## config.mk

```make
export PLATFORM = sky130hd
export DESIGN_NAME = cache_maint_seq
export DESIGN_NICKNAME = d
export VERILOG_FILES = /design/src/rtl/cms_pkg.sv /design/src/rtl/cms_lookup.sv /design/src/rtl/cms_lane.sv /design/src/rtl/cache_maint_seq.sv
export SDC_FILE = /design/constraint.sdc
export NUM_CORES = 1
export LEC_CHECK = 0
export CORE_AREA = 5 5 170 172
export DETAILED_ROUTE_END_ITERATION = 16
export DIE_AREA = 0 0 175 177
export GPL_TIMING_DRIVEN = 0
export PLACE_DENSITY = 0.67
export RECOVER_POWER = 100
export SYNTH_ARGS = -nofsm -noshare
export SYNTH_HDL_FRONTEND = slang
export SYNTH_SLANG_ARGS = --single-unit
```

## constraint.sdc

```tcl
create_clock -name clk -period 3.7 [get_ports clk]
set_clock_uncertainty 0.05 [all_clocks]
set_input_delay 0.555 -clock clk [delete_from_list [all_inputs] [get_ports clk]]
set_output_delay 0.555 -clock clk [all_outputs]
set_load 0.1 [all_outputs]
```

## src/rtl/cms_pkg.sv

```systemverilog
package cms_pkg;
   typedef enum logic [2:0] {
      ST_IDLE,
      ST_EVAL,
      ST_WB,
      ST_CLR,
      ST_FIN
   } cms_state_e;

   localparam logic [4:0] OP_HIT_INV   = 5'h1A;
   localparam logic [4:0] OP_HIT_WBINV = 5'h18;
   localparam logic [4:0] OP_HIT_WB    = 5'h1C;
   localparam logic [4:0] OP_IDX_INV   = 5'h16;
   localparam logic [4:0] OP_IDX_WBINV = 5'h14;
   localparam logic [4:0] OP_LD_TAG    = 5'h10;
   localparam logic [4:0] OP_ST_TAG    = 5'h12;
   localparam logic [4:0] OP_LD_WORD   = 5'h11;
   localparam logic [4:0] OP_ST_WORD   = 5'h13;

   localparam int FLAG_DIRTY = 6;
   localparam int FLAG_VALID = 5;
   localparam int FLAG_REPL  = 4;
   localparam int WORD_W     = 32;
endpackage

```

## src/rtl/cms_lookup.sv

```systemverilog
module cms_lookup #(
   parameter int ADDR_W  = 32,
   parameter int WAYS    = 2,
   parameter int PAGE_LO = 12
) (
   input  logic [WAYS*ADDR_W-1:0]      tags,
   input  logic [ADDR_W-1:PAGE_LO]     page,
   output logic                        hit,
   output logic [$clog2(WAYS)-1:0]     hit_way
);
   import cms_pkg::*;
   localparam int WAY_W = $clog2(WAYS);

   initial begin
      assert (WAYS >= 2 && (1 << WAY_W) == WAYS)
         else $error("cms_lookup: WAYS must be a power of two >= 2");
      assert (PAGE_LO > FLAG_DIRTY && PAGE_LO < ADDR_W)
         else $error("cms_lookup: page field overlaps flags");
   end

   logic [WAYS-1:0] match;
   logic            unused_tags;
   assign unused_tags = ^tags;

   for (genvar g = 0; g < WAYS; g++) begin : g_way
      assign match[g] = tags[g*ADDR_W + FLAG_VALID] &&
                        (tags[g*ADDR_W + PAGE_LO +: ADDR_W-PAGE_LO] == page);
   end

   // lowest-numbered way wins when several match
   always_comb begin
      hit     = |match;
      hit_way = '0;
      for (int k = WAYS-1; k >= 0; k--) begin
         if (match[k]) hit_way = WAY_W'(k);
      end
   end
endmodule

```

## src/rtl/cms_lane.sv

```systemverilog
module cms_lane #(
   parameter int BEAT_W = 64,
   parameter int WORD_W = 32
) (
   input  logic [$clog2(BEAT_W/WORD_W)-1:0] lane_sel,
   input  logic [BEAT_W-1:0]                rdata,
   input  logic [WORD_W-1:0]                wword,
   output logic [WORD_W-1:0]                rword,
   output logic [BEAT_W-1:0]                wbeat,
   output logic [BEAT_W/8-1:0]              be
);
   localparam int LANES  = BEAT_W / WORD_W;
   localparam int LANE_W = $clog2(LANES);
   localparam int WBYTES = WORD_W / 8;

   initial begin
      assert (LANES >= 2 && LANES * WORD_W == BEAT_W && WORD_W % 8 == 0)
         else $error("cms_lane: beat must hold two or more whole words");
   end

   assign rword = rdata[lane_sel*WORD_W +: WORD_W];
   assign wbeat = {LANES{wword}};

   for (genvar l = 0; l < LANES; l++) begin : g_lane
      assign be[l*WBYTES +: WBYTES] = {WBYTES{lane_sel == LANE_W'(l)}};
   end
endmodule

```

## src/rtl/cache_maint_seq.sv

```systemverilog
module cache_maint_seq #(
   parameter int ADDR_W     = 32,
   parameter int WAYS       = 2,
   parameter int SETS       = 64,
   parameter int LINE_BYTES = 64,
   parameter int BEAT_W     = 64
) (
   input  logic                          clk,
   input  logic                          rst_n,
   input  logic                          cmd_valid,
   input  logic [4:0]                    cmd_op,
   input  logic [ADDR_W-1:0]             cmd_addr,
   input  logic [31:0]                   cmd_reg,
   output logic                          busy,
   output logic                          done,
   output logic [31:0]                   reg_out,
   output logic [$clog2(SETS)-1:0]       arr_set,
   output logic [$clog2(WAYS)-1:0]       arr_way,
   input  logic [WAYS*ADDR_W-1:0]        tag_rdata,
   output logic                          tag_we,
   output logic [ADDR_W-1:0]             tag_wdata,
   output logic [$clog2(LINE_BYTES*8/BEAT_W)-1:0] dat_beat,
   input  logic [BEAT_W-1:0]             dat_rdata,
   output logic                          dat_we,
   output logic [BEAT_W/8-1:0]           dat_be,
   output logic [BEAT_W-1:0]             dat_wdata,
   output logic                          mem_valid,
   input  logic                          mem_ready,
   output logic [ADDR_W-1:0]             mem_addr,
   output logic [BEAT_W-1:0]             mem_data
);
   import cms_pkg::*;

   localparam int SET_W      = $clog2(SETS);
   localparam int WAY_W      = $clog2(WAYS);
   localparam int OFF_W      = $clog2(LINE_BYTES);
   localparam int PAGE_LO    = SET_W + OFF_W;
   localparam int BEAT_BYTES = BEAT_W / 8;
   localparam int BOFF_W     = $clog2(BEAT_BYTES);
   localparam int BEATS      = LINE_BYTES / BEAT_BYTES;
   localparam int BEAT_IW    = $clog2(BEATS);
   localparam int LANE_W     = $clog2(BEAT_W / WORD_W);
   localparam int LINE_AW    = ADDR_W - OFF_W;

   initial begin
      assert (ADDR_W == WORD_W) else $error("cache_maint_seq: tag word must be 32 bits");
      assert ((1 << SET_W) == SETS) else $error("cache_maint_seq: SETS not a power of two");
      assert ((1 << OFF_W) == LINE_BYTES && BEATS >= 2)
         else $error("cache_maint_seq: line must hold two or more beats");
      assert (BEAT_W >= 2*WORD_W) else $error("cache_maint_seq: beat narrower than two words");
   end

   cms_state_e              st;
   logic [4:0]              op_q;
   logic [ADDR_W-1:0]       addr_q;
   logic [31:0]             reg_q;
   logic [31:0]             out_q;
   logic [WAY_W-1:0]        way_q;
   logic [BEAT_IW-1:0]      beat_q;
   logic [LINE_AW-1:0]      line_q;

   logic                    hit;
   logic [WAY_W-1:0]        hit_way;
   logic                    is_hit_op;
   logic [ADDR_W-1:0]       sel_tag;
   logic                    dv;
   logic [LINE_AW-1:0]      wb_line;
   logic [WORD_W-1:0]       rword;
   logic [BEAT_W-1:0]       wbeat;
   logic [BEAT_W/8-1:0]     word_be;
   logic                    last_beat;
   logic                    unused_addr;

   assign unused_addr = ^addr_q;

   cms_lookup #(.ADDR_W(ADDR_W), .WAYS(WAYS), .PAGE_LO(PAGE_LO)) i_lookup (
      .tags    (tag_rdata),
      .page    (addr_q[ADDR_W-1:PAGE_LO]),
      .hit     (hit),
      .hit_way (hit_way)
   );

   cms_lane #(.BEAT_W(BEAT_W), .WORD_W(WORD_W)) i_lane (
      .lane_sel (addr_q[BOFF_W-1:BOFF_W-LANE_W]),
      .rdata    (dat_rdata),
      .wword    (reg_q),
      .rword    (rword),
      .wbeat    (wbeat),
      .be       (word_be)
   );

   assign is_hit_op = (op_q == OP_HIT_INV) || (op_q == OP_HIT_WBINV) || (op_q == OP_HIT_WB);
   assign arr_set   = addr_q[PAGE_LO-1:OFF_W];
   assign arr_way   = (st == ST_EVAL) ? (is_hit_op ? hit_way : addr_q[WAY_W-1:0]) : way_q;
   assign dat_beat  = (st == ST_EVAL) ? addr_q[OFF_W-1:BOFF_W] : beat_q;
   assign sel_tag   = tag_rdata[arr_way*ADDR_W +: ADDR_W];
   assign dv        = sel_tag[FLAG_DIRTY] && sel_tag[FLAG_VALID];
   assign wb_line   = is_hit_op ? addr_q[ADDR_W-1:OFF_W]
                                : {sel_tag[ADDR_W-1:PAGE_LO], arr_set};
   assign last_beat = (beat_q == BEAT_IW'(BEATS-1));

   assign busy      = (st != ST_IDLE);
   assign done      = (st == ST_FIN);
   assign reg_out   = out_q;
   assign mem_valid = (st == ST_WB);
   assign mem_addr  = {line_q, beat_q, BOFF_W'(0)};
   assign mem_data  = dat_rdata;

   // storage write strobes
   always_comb begin
      tag_we    = 1'b0;
      tag_wdata = sel_tag;
      dat_we    = 1'b0;
      dat_be    = '1;
      dat_wdata = '0;
      unique case (st)
         ST_EVAL: begin
            if (op_q == OP_ST_TAG) begin
               tag_we    = 1'b1;
               tag_wdata = reg_q;
            end
            if (op_q == OP_ST_WORD) begin
               dat_we    = 1'b1;
               dat_be    = word_be;
               dat_wdata = wbeat;
            end
         end
         ST_WB: begin
            if (mem_ready && last_beat && op_q == OP_HIT_WB) begin
               tag_we    = 1'b1;
               tag_wdata = sel_tag & ~(ADDR_W'(1) << FLAG_DIRTY);
            end
         end
         ST_CLR: begin
            dat_we = 1'b1;
            if (beat_q == '0) begin
               tag_we    = 1'b1;
               tag_wdata = sel_tag & (ADDR_W'(1) << FLAG_REPL);
            end
         end
         default: ;
      endcase
   end

   always_ff @(posedge clk or negedge rst_n) begin
      if (!rst_n) begin
         st     <= ST_IDLE;
         op_q   <= '0;
         addr_q <= '0;
         reg_q  <= '0;
         out_q  <= '0;
         way_q  <= '0;
         beat_q <= '0;
         line_q <= '0;
      end else begin
         unique case (st)
            ST_IDLE: begin
               if (cmd_valid) begin
                  op_q   <= cmd_op;
                  addr_q <= cmd_addr;
                  reg_q  <= cmd_reg;
                  st     <= ST_EVAL;
               end
            end
            ST_EVAL: begin
               way_q  <= arr_way;
               beat_q <= '0;
               line_q <= wb_line;
               unique case (op_q)
                  OP_HIT_INV:   st <= hit ? ST_CLR : ST_FIN;
                  OP_HIT_WBINV: st <= !hit ? ST_FIN : (dv ? ST_WB : ST_CLR);
                  OP_HIT_WB:    st <= (hit && dv) ? ST_WB : ST_FIN;
                  OP_IDX_INV:   st <= ST_CLR;
                  OP_IDX_WBINV: st <= dv ? ST_WB : ST_CLR;
                  OP_LD_TAG: begin
                     out_q <= sel_tag;
                     st    <= ST_FIN;
                  end
                  OP_LD_WORD: begin
                     out_q <= rword;
                     st    <= ST_FIN;
                  end
                  default:      st <= ST_FIN;
               endcase
            end
            ST_WB: begin
               if (mem_ready) begin
                  beat_q <= beat_q + 1'b1;
                  if (last_beat) st <= (op_q == OP_HIT_WB) ? ST_FIN : ST_CLR;
               end
            end
            ST_CLR: begin
               beat_q <= beat_q + 1'b1;
               if (last_beat) st <= ST_FIN;
            end
            default: st <= ST_IDLE;
         endcase
      end
   end


   busy_hold_chk: assert property (@(posedge clk) disable iff (!rst_n)
      busy && !done |=> busy);

   accept_chk: assert property (@(posedge clk) disable iff (!rst_n)
      !busy && cmd_valid |=> busy);

   beat_hold_chk: assert property (@(posedge clk) disable iff (!rst_n)
      mem_valid && !mem_ready |=> mem_valid && $stable(mem_addr) && $stable(mem_data));

   beat_step_chk: assert property (@(posedge clk) disable iff (!rst_n)
      mem_valid && mem_ready |=> !mem_valid || (mem_addr == $past(mem_addr) + ADDR_W'(BEAT_BYTES)));

   beat_base_chk: assert property (@(posedge clk) disable iff (!rst_n)
      $rose(mem_valid) |-> mem_addr[OFF_W-1:0] == '0);

   beat_owner_chk: assert property (@(posedge clk) disable iff (!rst_n)
      mem_valid |-> busy && !done);

   done_pulse_chk: assert property (@(posedge clk) disable iff (!rst_n)
      done |=> !done && !busy);
endmodule

```

-- Yosys cells after proc, flatten, opt, wreduce, memory -nomap -nowiden
Cells that the tools add are included.
W data, S select, Z words.
- reductions and logical operators: 18
- shift-type cells: 2
- equality and inequality tests: 20
- mux-type cells: 34
- order comparisons: 0
- add/sub/neg operators: 1
- bitwise operators: 1
- $mul: 0
- divide/modulo/power cells: 0
- operators by type and width (cell ; count):
    $mux W64 ; 2
    $shiftx A64 B7 Y32 ; 2
    $pmux W32 S3 ; 1
    $mux W32 ; 2
    $pmux W32 S2 ; 1
    $eq A5 B5 Y1 const B ; 9
    $eq A20 B20 Y1 ; 2
    $mux W3 ; 10
    $mux W26 ; 1
    $mux W8 ; 2
    $pmux W3 S5 ; 1
    $pmux W3 S4 ; 1
    $mux W1 ; 9
    $pmux W3 S3 ; 1
    $mux W7 ; 1
    $eq A3 B2 Y1 const B ; 2
    $eq A3 B3 Y1 const B ; 2
    $logic_and A1 B1 Y1 ; 6
    $logic_not A3 Y1 ; 2
    $reduce_and A2 Y1 ; 3
    $reduce_bool A3 Y1 ; 2
    $ne A2 B1 Y1 const B ; 2
    $ne A2 B2 Y1 const B ; 2
    $reduce_and A4 Y1 ; 1
    8 further kinds ; 9
- output and inout bits: 247
- RAM bits: 0
- latch bits: 0
- word-level logic and storage cells: 84
- memories kept: 0
- memory bits (read-only): 0
- bits in registers: 134

-- Longest topological paths before layout
- depth after elaboration: 12
- gate-level depth with buffers: 9
- gate-level depth less buffers: 7

-- Hierarchy
A second synthesis with hierarchy kept.
- cells, all modules: 933
- area total of the unflattened synthesis: 9002.4 sq um
- by module, submodules not included (module ; times used ; sequential area each (sq um) ; area an instance (sq um) ; cells an instance):
    cache_maint_seq ; 1 ; 3328.2 ; 7479.7 ; 769
    cms_lane ; 1 ; 0.0 ; 1077.3 ; 108
    cms_lookup ; 1 ; 0.0 ; 445.4 ; 56

-- Worst setup path before layout
OpenSTA, ideal clock, no wires.
- kind: register to output
- from: reg st[1]
- to: out dat_wdata[36]
- data required time: 3.095 ns
- arrival: 4.891 ns
- stages on the path, launching flop included: 7
- path slack: -1.796 ns
- path through: dfrtp_1 > clkbuf_1 > or3_1 > buf_2 > clkbuf_1 > nor4_1 > buf_4
- word-level cells in the longest chain between the ends: 2
- ends and longest elaborated chain (item ; RTL line ; source):
    start: declaration ; cache_maint_seq.sv:53 ; cms_state_e st;
    start signal: assignment ; cache_maint_seq.sv:170 ; OP_HIT_INV: st <= hit ? ST_CLR : ST_FIN;
    start signal: assignment ; cache_maint_seq.sv:171 ; OP_HIT_WBINV: st <= !hit ? ST_FIN : (dv ? ST_WB : ST_CLR);
    start signal: assignment ; cache_maint_seq.sv:172 ; OP_HIT_WB: st <= (hit && dv) ? ST_WB : ST_FIN;
    $eq A3 B1 Y1 ; cache_maint_seq.sv:116 ; unique case (st)
    $mux W64 ; cache_maint_seq.sv:116 ;
    end: declaration ; cache_maint_seq.sv:26 ; output logic [BEAT_W-1:0] dat_wdata,
Every way passes these cells.

-- Worst setup path in the final report
- from: in tag_rdata[26]
- to: out tag_wdata[8]
- word-level cells in the longest chain between the ends: 8
- ends and longest elaborated chain (item ; RTL line ; source):
    start: declaration ; cache_maint_seq.sv:19 ; input logic [WAYS*ADDR_W-1:0] tag_rdata,
    $eq A20 B20 Y1 * ; cms_lookup.sv:27 ; (tags[g*ADDR_W + PAGE_LO +: ADDR_W-PAGE_LO] == page);
    $logic_and A1 B1 Y1 * ; cms_lookup.sv:26 ; assign match[g] = tags[g*ADDR_W + FLAG_VALID] &&
    $mux W1 * ; cms_lookup.sv:35 ; if (match[k]) hit_way = WAY_W'(k);
    $mux W1 * (2 in a row) ; cache_maint_seq.sv:94 ; assign arr_way = (st == ST_EVAL) ? (is_hit_op ? hit_way : addr_q[WAY_W-1:0]) : way_q;
    $shiftx A64 B7 Y32 * ; cache_maint_seq.sv:96 ; assign sel_tag = tag_rdata[arr_way*ADDR_W +: ADDR_W];
    $mux W32, on equally long branches ; cache_maint_seq.sv:136, cache_maint_seq.sv:118 ;
    $pmux W32 S3 * ; cache_maint_seq.sv:116 ;
    end: declaration ; cache_maint_seq.sv:21 ; output logic [ADDR_W-1:0] tag_wdata,
Every way passes the cells marked *; elsewhere a longest branch is shown, timed or not.

==> impl_table.tex <==
\begin{tabular}{lr}
\hline
Metric & Value \\
\hline
\multicolumn{2}{l}{\textbf{Route}} \\
\quad Via count & 9,135 \\
\quad Number of DRC markers after the initial detailed-route iteration & around 520 \\
\quad Detailed Route WL & 41,720 um \\
\quad Post-route ant nets & 0 \\
\quad Per-cell via count in the routed design & 5.103 \\
\quad Number of DRC violations after detailed routing & 0 \\
\quad Average wire per standard cell & between 20 and 25 um \\
\quad Initial DRT Pass Iterations & 5 \\
\multicolumn{2}{l}{\textbf{Yosys}} \\
\quad Count of distinct cell types in the synthesized netlist & 54 \\
\quad Mapped Area & approximately 0.0088 sq mm \\
\quad Post-synth EDFFs & 0 \\
\quad Mapped Cells & roughly 900 \\
\quad Proportion of synthesized flip-flops having asynchronous set or reset & 100.0\% \\
\quad Post-synthesis register bit count & 133 \\
\quad Synthesized area per cell & 9.691 sq um \\
\quad Share of synthesized area occupied by flip-flops and latches & between 30\% and 40\% \\
\quad Yosys warns & 0 \\
\quad Top FF cell, synth & dfrtp\_1 \\
\multicolumn{2}{l}{\textbf{Clocking}} \\
\quad Buffer cell driving the clock tree root & clkbuf\_16 \\
\quad Clock-pin slew of the registers on the worst-case setup and hold paths & 0.07 ns \\
\quad Max Buffers Root-to-Sink & 2 \\
\quad CTS Sinks & $\sim$130 \\
\quad TritonCTS clock tree & built \\
\quad CTS buffer count & 17 \\
\quad H-tree depth & 4 \\
\quad Insertion delay to the later sink of the worst-skew pair & 0.42 ns \\
\multicolumn{2}{l}{\textbf{Layout}} \\
\quad Utilization of the core after routing & 57.48\% \\
\quad Relative area change from synthesis to final layout & 79.28\% \\
\quad Total of fill cells in the finished design & 2,391 \\
\quad Fraction of final layout cells sized beyond drive strength 1 & between 30 and 40\% \\
\quad Nets & 1,633 \\
\quad Total area of multi-input combinational cells & 0.005069 sq mm \\
\quad Final Non-Filler Cells & about 1,800 \\
\quad Commonest non-fill, non-tap cells in the layout & clkdlybuf4s50\_1, buf\_4, dfrtp\_1 \\
\quad Most common cell after layout, fill and taps aside & clkdlybuf4s50\_1 \\
\quad FF+latch area & about 0.0033 sq mm \\
\quad Final non-filler cell area & between 0.015 and 0.02 sq mm \\
\multicolumn{2}{l}{\textbf{Worst setup path}} \\
\quad WS Path Type & in -> out \\
\quad Cell occurring most often along the worst timing path & buf\_12 \\
\quad Worst setup EP type & output port \\
\quad Arrival time at the worst endpoint & 3.22 ns \\
\quad List of cells traversed by the critical path & dlygate4sd2\_1, xnor2\_2, nand4\_1, or4\_4, o211ai\_4, buf\_12, o21bai\_4, buf\_12, a221oi\_4, o21ai\_2, buf\_12 \\
\quad Worst Setup Start Kind & primary input \\
\quad End of the worst register-to-register path & addr\_q[16]\$\_DFFE\_PN0P\_ \\
\quad Master of the slowest instance on the critical path & or4\_4 \\
\quad Number of cells traversed by the worst register-to-register path & 5 \\
\quad Data required time at the worst endpoint & roughly 3.1 ns \\
\quad Highest net fanout along the worst path & 5 \\
\quad FF-to-FF setup slack & between 0.6 and 0.7 ns \\
\quad Start of the worst register-to-register path & st[1]\$\_DFFE\_PN0P\_ \\
\quad Biggest cell delay along the critical path & approximately 0.47 ns \\
\multicolumn{2}{l}{\textbf{Flow run}} \\
\quad Max Cap Violations & 1 \\
\multicolumn{2}{l}{\textbf{Power and ir drop}} \\
\quad Power density over the cells & roughly 1100 mW/mm\^{}2 \\
\quad Total design power & $\sim$17 mW \\
\quad Peak ir drop on the vdd network & $\sim$800 uV \\
\quad Pleak & 6.787 nW \\
\multicolumn{2}{l}{\textbf{Floorplan}} \\
\quad Boundary pin count & 448 \\
\quad Area of the placeable core & 0.02732 sq mm \\
\quad Height of the chip & around 180 um \\
\quad X dimension of the die & roughly 180 um \\
\quad Initial Util & roughly 32\% \\
\quad Area enclosed by the die boundary & 0.03098 sq mm \\
\quad Number of core rows & a little over 60 \\
\multicolumn{2}{l}{\textbf{Global routing}} \\
\quad First-pass GRT wire length & between 50,000 and 60,000 um \\
\quad Vias in the first global route & between 9,000 and 10,000 \\
\quad Antenna violations before repair & 3 \\
\quad Largest net degree at the start of global routing & 83 \\
\quad Total routing resource utilization after global routing & 25.35\% \\
\quad Total congestion overflow & 0 \\
\multicolumn{2}{l}{\textbf{Timing}} \\
\quad Sum of negative setup slack & -1.325 ns \\
\quad Worst Setup Slack, final & -0.1253 ns \\
\quad Final Hold Violating Endpoints & 0 \\
\quad Final clock period utilization by the worst path & 103.4\% \\
\quad Worst rel slew slack & -108.0\% \\
\quad Transition at the pin with the smallest max-transition slack & 3.120 ns \\
\quad RSZ-0062 raised after global routing & yes \\
\quad Final critical-path required period & roughly 3.8 ns \\
\quad Slew Viols, Final & 53 \\
\quad Max Freq & 261.4 MHz \\
\quad Final Setup Violations & 23 \\
\quad Worst hold slack after final layout & approximately 0.43 ns \\
\multicolumn{2}{l}{\textbf{Place}} \\
\quad Dpl cells & approximately 1,700 \\
\quad Placer congestion estimate & 0.9229 \\
\quad DP Worst Slack & -1.446 ns \\
\quad DP HPWL & $\sim$32,000 um \\
\quad Buffers added on ports & approximately 440 \\
\quad Instance area after placement & 0.01382 sq mm \\
\multicolumn{2}{l}{\textbf{Run status}} \\
\quad Failing checks & capacitance limit, slew limit, setup timing \\
\quad Result of the run & complete, but fails checks \\
\multicolumn{2}{l}{\textbf{Hold path}} \\
\quad Depth of the worst hold-timing path & 2 \\
\quad Hold path start & line\_q[3]\$\_DFFE\_PN0P\_ \\
\quad Type of the worst min-delay path & reg -> reg \\
\quad Min-Delay Endpoint & line\_q[3]\$\_DFFE\_PN0P\_ \\
\hline
\end{tabular}
## kinds of logic (layout without fill, tap and decap cells)
logic type / Yosys count / after routing / share of synthesized area (%)
xor+xnor: 40 / 40 / 3.999
buf+inv: 180 / 716 / 13.35
mux: 100 / 100 / 12.38
flops: 133 / 133 / 37.99
other cells: 1 / 5 / 0.04280
compound gates: 200 / 200 / 17.62
simple gates: 247 / 247 / 14.18
fa+ha+maj: 3 / 3 / 0.4285
## Yosys cell counts, types with 9 or more instances
cell type | count | area (sq um)
dfrtp_1 | 133 | 3328
buf_4 | 112 | 840.8
nand2_1 | 104 | 390.4
mux2_2 | 67 | 754.5
clkbuf_1 | 49 | 183.9
and2_1 | 46 | 287.8
o21ai_1 | 46 | 230.2
nor3_1 | 38 | 190.2
a21oi_1 | 37 | 185.2
mux2i_1 | 33 | 330.3
a221oi_2 | 32 | 480.5
xnor2_1 | 32 | 280.3
o21ai_0 | 28 | 140.1
a22o_1 | 22 | 192.7
o221ai_1 | 19 | 166.4
nand4_1 | 12 | 75.07
inv_1 | 10 | 37.54
nor2_1 | 9 | 33.78
## timing repair
action,4_1_cts,5_1_grt
endpoints found under the setup margin,110,97
cloned,2,2
pin swaps,29,29
resized for setup,668,105
hold buffers,0,0
hold endpoints to repair,0,0
setup buffers,37,25
## power breakdown
group / leakage [nW] / internal [mW] / switching [mW]
sequential: 1.59 / 2.19 / 0.618
clock: 0.294 / 1.03 / 0.770
combinational: 4.90 / 3.81 / 8.16
## state kept, by name (all words and copies together) (netlist names)
| register | cells |
|---|---|
| reg_out | 32 |
| reg_q | 32 |
| addr_q | 31 |
| line_q | 26 |
| op_q | 5 |
| beat_q | 3 |
| st | 3 |
| way_q | 1 |
## worst max path at each step
stage                     cells after the start                    from  slack [ns]                      to
after detailed placement                     11           tag_rdata[58]       -1.45           tag_wdata[22]
after global placement                        1                   rst_n       -3.70  reg_out[9]$_DFFE_PN0P_
after CTS                                    10  addr_q[13]$_DFFE_PN0P_       -0.11            tag_wdata[9]
final                                        11           tag_rdata[26]       -0.13            tag_wdata[8]
after floorplan                               9           tag_rdata[19]        0.12           tag_wdata[10]
after global routing                         10  addr_q[21]$_DFFE_PN0P_       -0.21            tag_wdata[9]
## area by class of cell
class	count	share of cell area, %
diodes	2	0.03186
plain buffers	168	7.409
clock buffers	17	2.709
clock inverters	15	1.155
inverters	11	0.2629
multi-input cells	593	32.27
flip-flops and latches	133	21.26
well taps	346	2.756
repair buffers	505	32.14
## worst max-delay path: cells and delay by family
family | cells | cell delay [ns]
AO/OA/AOI/OAI | 4 | 0.90
buffers and inverters | 4 | 0.83
XOR/XNOR | 1 | 0.32
AND/OR/NAND/NOR | 2 | 0.59
## per-layer routing
| metal | up-vias | track usage [%] | share of wire, % |
|---|---|---|---|
| met1 | 4444 | 29.33 | 38 |
| li1 | 4224 | - | - |
| met2 | 396 | 45.78 | 52 |
| met4 | 2 | 8.707 | 3.3 |
| met5 | - | 0 | 0.031 |
| met3 | 69 | 6.345 | 6.7 |
Note: power is estimated with default switching activity, not from simulation.
